**src/rtl/iwd_pkg.sv**
```systemverilog
package iwd_pkg;
    localparam int ADDR_W   = 32;
    localparam int BASE_LSB = 20;
    localparam int BASE_W   = ADDR_W - BASE_LSB;
    localparam int CODE_W   = 4;
    localparam int MAX_CODE = 11;
    localparam logic [CODE_W-1:0] OFF_CODE = '1;

    typedef struct packed {
        logic [BASE_W-1:0] base;
        logic [CODE_W-1:0] code;
    } win_cfg_t;
endpackage

```
**src/rtl/iwd_regs.sv**
```systemverilog
module iwd_regs
    import iwd_pkg::*;
#(
    parameter int NUM_WIN = 3,
    parameter int REG_AW  = 8,
    parameter logic [REG_AW-1:0] WIN_OFS = 8'h50,
    parameter logic [REG_AW-1:0] IO_OFS  = 8'h00
) (
    input  logic              clk,
    input  logic              rst_n,
    input  logic              we,
    input  logic [REG_AW-1:0] addr,
    input  logic [ADDR_W-1:0] wdata,
    output logic [ADDR_W-1:0] rdata,
    output win_cfg_t          win_cfg_o [NUM_WIN]
);
    localparam int PAD_W = BASE_LSB - CODE_W;

    typedef struct {
        win_cfg_t win [NUM_WIN];
        win_cfg_t io;
    } regs_t;

    regs_t    regs_d, regs_q;
    win_cfg_t wr_cfg;
    logic     unused_low;

    assign wr_cfg     = '{base: wdata[ADDR_W-1:BASE_LSB], code: wdata[BASE_LSB-1:PAD_W]};
    assign unused_low = ^wdata[PAD_W-1:0];

    always_comb begin
        regs_d = regs_q;
        rdata  = '0;
        if (addr == IO_OFS) begin
            rdata = {regs_q.io, PAD_W'(0)};
            if (we) regs_d.io = wr_cfg;
        end
        for (int i = 0; i < NUM_WIN; i++) begin
            if (addr == WIN_OFS + REG_AW'(4 * i)) begin
                rdata = {regs_q.win[i], PAD_W'(0)};
                if (we) regs_d.win[i] = wr_cfg;
            end
        end
    end

    always_ff @(posedge clk or negedge rst_n) begin
        if (!rst_n) begin
            regs_q.io <= '{base: '0, code: OFF_CODE};
            for (int i = 0; i < NUM_WIN; i++)
                regs_q.win[i] <= '{base: '0, code: OFF_CODE};
        end else begin
            regs_q <= regs_d;
        end
    end

    for (genvar g = 0; g < NUM_WIN; g++) begin : g_out
        assign win_cfg_o[g] = regs_q.win[g];
    end
endmodule

```
**src/rtl/iwd_match.sv**
```systemverilog
module iwd_match
    import iwd_pkg::*;
(
    input  logic [ADDR_W-1:0] addr,
    input  win_cfg_t          cfg,
    output logic              hit,
    output logic [ADDR_W-1:0] offset
);
    logic [ADDR_W-1:0] hi_mask;
    logic [ADDR_W-1:0] base_full;
    logic              legal;

    always_comb begin
        legal     = (cfg.code <= CODE_W'(MAX_CODE));
        hi_mask   = {ADDR_W{1'b1}} << (BASE_LSB + int'(cfg.code));
        base_full = {cfg.base, BASE_LSB'(0)};
        hit       = legal && (((addr ^ base_full) & hi_mask) == '0);
        offset    = addr & ~hi_mask;
    end
endmodule

```
**src/rtl/iwd_select.sv**
```systemverilog
module iwd_select
    import iwd_pkg::*;
#(
    parameter int NUM_WIN = 3,
    parameter int IDX_W   = 2
) (
    input  logic [NUM_WIN-1:0] hits,
    input  logic [ADDR_W-1:0]  offsets [NUM_WIN],
    output logic               any_hit,
    output logic [IDX_W-1:0]   idx,
    output logic [ADDR_W-1:0]  loc
);
    always_comb begin
        any_hit = 1'b0;
        idx     = '0;
        loc     = '0;
        for (int i = NUM_WIN - 1; i >= 0; i--) begin
            if (hits[i]) begin
                any_hit = 1'b1;
                idx     = IDX_W'(i);
                loc     = offsets[i];
            end
        end
    end
endmodule

```
**src/rtl/inbound_window_decoder.sv**
```systemverilog
module inbound_window_decoder
    import iwd_pkg::*;
#(
    parameter int NUM_WIN = 3,
    parameter int REG_AW  = 8,
    parameter logic [REG_AW-1:0] WIN_OFS = 8'h50,
    parameter logic [REG_AW-1:0] IO_OFS  = 8'h00,
    localparam int IDX_W = (NUM_WIN > 1) ? $clog2(NUM_WIN) : 1
) (
    input  logic              clk,
    input  logic              rst_n,
    input  logic              reg_we,
    input  logic [REG_AW-1:0] reg_addr,
    input  logic [ADDR_W-1:0] reg_wdata,
    output logic [ADDR_W-1:0] reg_rdata,
    input  logic              lk_valid_i,
    input  logic [ADDR_W-1:0] lk_addr_i,
    output logic              lk_valid_o,
    output logic              lk_hit_o,
    output logic [IDX_W-1:0]  lk_idx_o,
    output logic [ADDR_W-1:0] lk_loc_o
);
    typedef struct packed {
        logic              valid;
        logic              hit;
        logic [IDX_W-1:0]  idx;
        logic [ADDR_W-1:0] loc;
    } lk_t;

    win_cfg_t           win_cfg [NUM_WIN];
    logic [NUM_WIN-1:0] hits;
    logic [ADDR_W-1:0]  offsets [NUM_WIN];
    logic               sel_hit;
    logic [IDX_W-1:0]   sel_idx;
    logic [ADDR_W-1:0]  sel_loc;
    lk_t                lk_d, lk_q;

    iwd_regs #(
        .NUM_WIN(NUM_WIN), .REG_AW(REG_AW), .WIN_OFS(WIN_OFS), .IO_OFS(IO_OFS)
    ) regs_i (
        .clk(clk), .rst_n(rst_n), .we(reg_we), .addr(reg_addr),
        .wdata(reg_wdata), .rdata(reg_rdata), .win_cfg_o(win_cfg)
    );

    for (genvar g = 0; g < NUM_WIN; g++) begin : g_win
        iwd_match match_i (
            .addr(lk_addr_i), .cfg(win_cfg[g]),
            .hit(hits[g]), .offset(offsets[g])
        );
    end

    iwd_select #(.NUM_WIN(NUM_WIN), .IDX_W(IDX_W)) sel_i (
        .hits(hits), .offsets(offsets),
        .any_hit(sel_hit), .idx(sel_idx), .loc(sel_loc)
    );

    always_comb begin
        lk_d = '0;
        if (lk_valid_i) begin
            lk_d.valid = 1'b1;
            lk_d.hit   = sel_hit;
            lk_d.idx   = sel_idx;
            lk_d.loc   = sel_loc;
        end
    end

    always_ff @(posedge clk or negedge rst_n) begin
        if (!rst_n) lk_q <= '0;
        else        lk_q <= lk_d;
    end

    assign lk_valid_o = lk_q.valid;
    assign lk_hit_o   = lk_q.hit;
    assign lk_idx_o   = lk_q.idx;
    assign lk_loc_o   = lk_q.loc;
endmodule

```
**config.mk**
```make
export PLATFORM = sky130hd
export DESIGN_NAME = inbound_window_decoder
export DESIGN_NICKNAME = d
export VERILOG_FILES = /design/src/rtl/iwd_pkg.sv /design/src/rtl/iwd_regs.sv /design/src/rtl/iwd_match.sv /design/src/rtl/iwd_select.sv /design/src/rtl/inbound_window_decoder.sv
export SDC_FILE = /design/constraint.sdc
export NUM_CORES = 1
export LEC_CHECK = 0
export CAP_MARGIN = 20
export CORE_ASPECT_RATIO = 1.75
export CORE_UTILIZATION = 49
export DETAILED_ROUTE_END_ITERATION = 6
export PLACE_DENSITY = 0.82
export SYNTH_ARGS = -nofsm -noshare
export SYNTH_HDL_FRONTEND = slang
export SYNTH_HIERARCHICAL = 1
export SYNTH_SLANG_ARGS = --single-unit
```
**constraint.sdc**
```tcl
create_clock -name clk -period 2.8 [get_ports clk]
set_input_delay 0.56 -clock clk [delete_from_list [all_inputs] [get_ports clk]]
set_output_delay 0.56 -clock clk [all_outputs]
set_load 0.02 [all_outputs]
```
Word-level counts from Yosys, hierarchy flattened
Index checks and enable logic that the tools add are counted.

Register bits: 100. Word-level logic and storage cells: 61. Input bits: 76. Output and inout bits: 68.

Shift-type cells: 3. Equality and inequality tests: 3. Multiplexer cells: 14. Add/subtract/negate cells: 3. Magnitude comparators: 3. Bitwise operators: 12. Reduce and logical (&&, ||, !) cells: 11.

Operator list (number): 32-bit 2-to-1 mux (7); 32-bit bitwise AND (6); 32-bit logical NOT (3); 32-bit NOT (3); 32-bit by 32-bit << shifter with 32-bit output (first input constant) (3); 32-bit XOR (3); 36-bit 2-to-1 mux (1); 8-bit by 7-bit == test with 1-bit output (second input constant) (3); 5-bit by 4-bit adder with 6-bit output (first input constant) (3); 4-bit less-or-equal comparator (second input constant) (3); 8-bit logical NOT (1); 2-bit AND reduction (4); 2-bit 2-to-1 mux (3); 1-bit logical AND (3); 1-bit 2-to-1 mux (3).

Longest topological paths before layout
Depth in word-level cells: 9. Mapped depth: 14. Depth with buffers taken out: 10.

Hierarchy
The synthesis kept the hierarchy.

Modules (own cells, without submodules): iwd_regs (seq. area each 1621.6 sq um, instances 1, cells an instance 293, area each 3474.6 sq um); iwd_match at g_win[1].match_i ... (seq. area each 0.0 sq um, instances 2, cells an instance 91, area each 630.6 sq um); iwd_select (seq. area each 0.0 sq um, instances 1, cells an instance 149, area each 1221.2 sq um); inbound_window_decoder (seq. area each 900.9 sq um, instances 1, cells an instance 74, area each 1178.6 sq um); iwd_match at g_win[0].match_i (seq. area each 0.0 sq um, instances 1, cells an instance 94, area each 666.9 sq um).

Worst setup path after synthesis
No wires, ideal clock.

Kind: flip-flop to flip-flop. From: register regs_i.regs_q[50], in the netlist regs_i/win_cfg_o[34]. To: register lk_q, in the netlist lk_hit_o. Slack: 133 ps. Path buffers: 3. Arrival: 2548 ps. Library setup time: 120 ps. Stages on the path, launching flop included: 12. Data required time: 2680 ps. Period minus slack after synthesis: 2667 ps. Path through: dfstp_2 -> buf_4 -> inv_1 -> ha_1 -> or2_4 -> buf_6 -> nor3_1 -> a221oi_1 -> and4_1 -> buf_6 -> or3_1 -> and2_2.

RTL lines: from (decl) (line iwd_regs.sv:24) `regs_t regs_d, regs_q;`; from (signal assigned) (line iwd_regs.sv:52) `regs_q <= regs_d;`; to (signal assigned) (line inbound_window_decoder.sv:69) `else lk_q <= lk_d;`; to (decl) (line inbound_window_decoder.sv:36) `lk_t lk_d, lk_q;`.

==> out/summary.txt <==
Leakage = 4.14 nW
Drt total wl = 20,900 µm
Initial core utilization = 50.5%
Width of the chip = 97.4 µm
Post-synthesis cell area = 7800 µm²
IO Count = 144
Count of mapped cells out of synthesis = 792
Via count of the routed design = 6,129
Port Buffer Count = 111
Final Hold Viols = 0
Ys async rst share = 100%
Synthesized area per cell = 9.85 µm²
Clock Pin Slew Worst Setup and Hold Paths = 80 ps
Max-slew violation count = 0
Skew-Pair Late Insertion Delay = 350 ps
Total Negative Setup Slacks = 0 ps
Number of flops mapped to enable cells by yosys = 0
Final cycle utilization of the critical path = 95.8%
Most common flop cell mapped by yosys = sky130_fd_sc_hd__dfrtp_1
Vias in the first global route = 6,207
Peak supply drop = 313 µV
Final number of setup-violating endpoints = 0
Remaining routing DRC violations = 0
Worst Setup Start Kind = register
Maximum achievable frequency = 373 MHz
CTS tree = yes
CP max stage cell = sky130_fd_sc_hd__dfstp_2
Adder-Cell Fraction of Synth Area = 1.92%
Area enclosed by the die boundary = 16,500 µm²
Clock tree root driver cell = sky130_fd_sc_hd__clkbuf_16
Synthesis warning total = 6
Xor/xnor share of the synthesized area = 4.04%
Power Dens Cells = 364 nW/µm²
Highest cell delay on the worst timing path = 530 ps
Combinational family with the most area after synthesis = simple AND/OR/NAND/NOR gates
Minimum clock period after layout = 2680 ps
Post-synthesis compound-gate area fraction = 18.5%
Highest fanout seen on the critical path = 13
Cell count of the worst reg-to-reg path = 10
Share of final-layout standard cells stronger than drive strength 1 = 37.8%
Required time at the endpoint of the critical path = 3050 ps
Critical setup path kind = reg2reg
Vias per std cell = 5.61
Cell-by-cell listing of the critical path = inv_1, ha_2, nor3_1, a22o_1, nor3_1, buf_4, o2111a_2, buf_4, or3_1, and2_2
Portion of the post-synthesis area used by sequential elements = 32.3%
Area grow syn2layout = 21.4%
Post-synthesis sequential element count = 100
Final ANT Viol Nets = 0
Final Net Count = 990
Number of H-tree levels = 3
Antenna violations before repair = 0
Avg WL per Cell = 19.1 µm
Critical Path AT = 2930 ps
Clock buffer count from CTS = 9
Path type of the worst min-delay path = in2async
GRT Overall Usage = 25.7%
Cell variety after synth = 68
Mux contribution to synthesized area = 9.24%
First-pass GRT wire length = 32,700 µm
Standard-cell rows = 60
Worst setup skew after layout = 11.2 ps
Die outline height = 169 µm
Tot Pwr = 3.45 mW
Simple-gate share of the synthesized area = 21.2%
Global placement routability congestion = 0.958
Status = finished clean
Inserted Diodes = 0
Number of buffers on the longest clock path = 2
Total core area = 15,500 µm²
Count of max-cap constraint violations = 0
Largest net degree at the start of global routing = 57
Estimated wirelength of the detail-placed design = 16,100 µm
Clock sink count = 100
Hold-fix buffers at CTS = 0
Final global-route overflow total = 0
Number of search-and-repair iterations in the first detailed-routing pass = 5
Critical path capture point type = register
Setup repair after global routing missed its margin = false
Number of DRC markers after the initial detailed-route iteration = 318
-- state kept, by name, indices dropped and copies added, names as in the netlist --
name,cells
lk_valid_o,1
regs_i/win_cfg_o,48
lk_loc_o,32
regs_i/regs_q,16
lk_idx_o,2
lk_hit_o,1
-- kinds of logic after synthesis --
family / count (synthesis)
AOI/OAI and AO/OA: 195
xor gates and xnor gates: 36
adders and majority gates: 12
buffers and inverters: 142
DFF: 100
muxes: 64
other: 1
and+or+nand+nor: 242
-- critical path: cells and delay by family (launching register included) --
kind	cells	cell delay [ps]
flip-flops	1	530
buffers and inverters	3	400
adder cells (fa/ha/maj)	1	320
AO/OA/AOI/OAI	2	400
AND/OR/NAND/NOR	4	920
-- report_power, final --
| part | leakage (nW) | internal (mW) | total (mW) | switching (mW) |
|---|---|---|---|---|
| Combinational | 2.67 | 0.313 | 0.638 | 0.326 |
| Clock | 0.144 | 0.633 | 1.26 | 0.629 |
| Sequential | 1.33 | 1.50 | 1.55 | 0.0537 |
-- final timing paths --
kind,startpoint,end,slack (ps)
worst max-delay path,regs_i/win_cfg_o[18]$_DFFE_PN1P_,lk_hit_o$_DFF_PN0_,120
worst min-delay path,rst_n,regs_i/regs_q[9]$_DFFE_PN0P_,90
worst max register to register,regs_i/win_cfg_o[18]$_DFFE_PN1P_,lk_hit_o$_DFF_PN0_,120
worst min register to register,regs_i/regs_q[5]$_DFFE_PN0P_,regs_i/regs_q[5]$_DFFE_PN0P_,510
max in group asynchronous,rst_n,regs_i/regs_q[0]$_DFFE_PN1P_,2060
min in group clk,regs_i/regs_q[5]$_DFFE_PN0P_,regs_i/regs_q[5]$_DFFE_PN0P_,510
-- timing repair --
action / in CTS / in global routing
setup endpoints to repair: 16 / 49
cloned: 1 / 0
pin swaps: 1 / 7
setup buffers: 4 / 4
gates resized for setup: 81 / 13
-- layer usage --
layer / global-route usage, % / share of wire [%]
met4: 16.0 / 6.5
met1: 25.9 / 36
met3: 3.51 / 4.2
met2: 48.8 / 54
met5: 0 / 0
-- final cells by class --
cell class                      instances  area [µm²]
Sequential cell                       100        2520
Timing Repair Buffer                  219        2000
Clock buffer                           10         229
Inverter                                7        26.3
Multi-Input combinational cell        565        4400
Tap cell                              186         233
Fill cell                            1279        5990
Clock inverter                          6        65.1
-- placed cells by master, fill, tap and decap left out, drive strengths merged, types with 11 or more instances in the layout --
cell type | netlist | layout
mux2 | 64 | 64
o21a | 16 | 16
xnor2 | 21 | 21
buf | 102 | 120
nor2b | 45 | 45
ha | 12 | 12
a21oi | 85 | 85
inv | 7 | 11
and2b | 22 | 22
dfstp | 16 | 16
nor2 | 13 | 13
nand3b | 32 | 32
clkdlybuf4s50 | 0 | 86
dfrtp | 84 | 84
o21ai | 22 | 22
and2 | 72 | 72
a22oi | 16 | 16
nor3 | 11 | 11
nand2 | 16 | 16
conb | 1 | 16
xor2 | 15 | 15
-- per-stage QoR --
step           hold WS (ps)  cell area (µm²)  worst slack, ps  instances  utilization [%]
2_1_floorplan           264             7860              133        807                -
3_3_place_gp            473             9090             -451       1068             58.8
3_5_place_dp            473             9090             -457       1068             58.8
4_1_cts                90.2             9420            -16.1       1089             60.9
5_1_grt                 106             9480             12.4       1093             61.3
6_report               93.0             9480              118       1093             61.3
-- cells in the mapped netlist (4+ instances only) --
cell,n,area [µm²]
sky130_fd_sc_hd__a21oi_1,27,135
sky130_fd_sc_hd__a211oi_1,7,52.6
sky130_fd_sc_hd__nor4_1,6,37.5
sky130_fd_sc_hd__o22ai_1,10,62.6
sky130_fd_sc_hd__a31oi_1,6,37.5
sky130_fd_sc_hd__o31a_1,4,35.0
sky130_fd_sc_hd__nor3_1,9,45.0
sky130_fd_sc_hd__buf_6,6,67.6
sky130_fd_sc_hd__clkbuf_1,24,90.1
sky130_fd_sc_hd__nor2_1,13,48.8
sky130_fd_sc_hd__and2_1,37,231
sky130_fd_sc_hd__nor2b_1,43,269
sky130_fd_sc_hd__dfstp_2,16,420
sky130_fd_sc_hd__xnor2_1,21,184
sky130_fd_sc_hd__buf_4,75,563
sky130_fd_sc_hd__xor2_1,15,131
sky130_fd_sc_hd__a22oi_1,16,120
sky130_fd_sc_hd__ha_1,12,150
sky130_fd_sc_hd__nand2b_1,7,43.8
sky130_fd_sc_hd__nand3_2,4,40.0
sky130_fd_sc_hd__mux2_2,63,709
sky130_fd_sc_hd__and2_2,35,263
sky130_fd_sc_hd__a21boi_0,8,60.1
sky130_fd_sc_hd__dfrtp_1,84,2100
sky130_fd_sc_hd__nand3b_1,32,240
sky130_fd_sc_hd__a21oi_2,58,508
sky130_fd_sc_hd__inv_1,7,26.3
sky130_fd_sc_hd__o21a_1,16,120
sky130_fd_sc_hd__clkbuf_2,5,25.0
sky130_fd_sc_hd__nand2_1,16,60.1
sky130_fd_sc_hd__o21ai_0,22,110
sky130_fd_sc_hd__buf_2,14,70.1
sky130_fd_sc_hd__and2b_1,22,165
(Power assumes the default switching activity.)
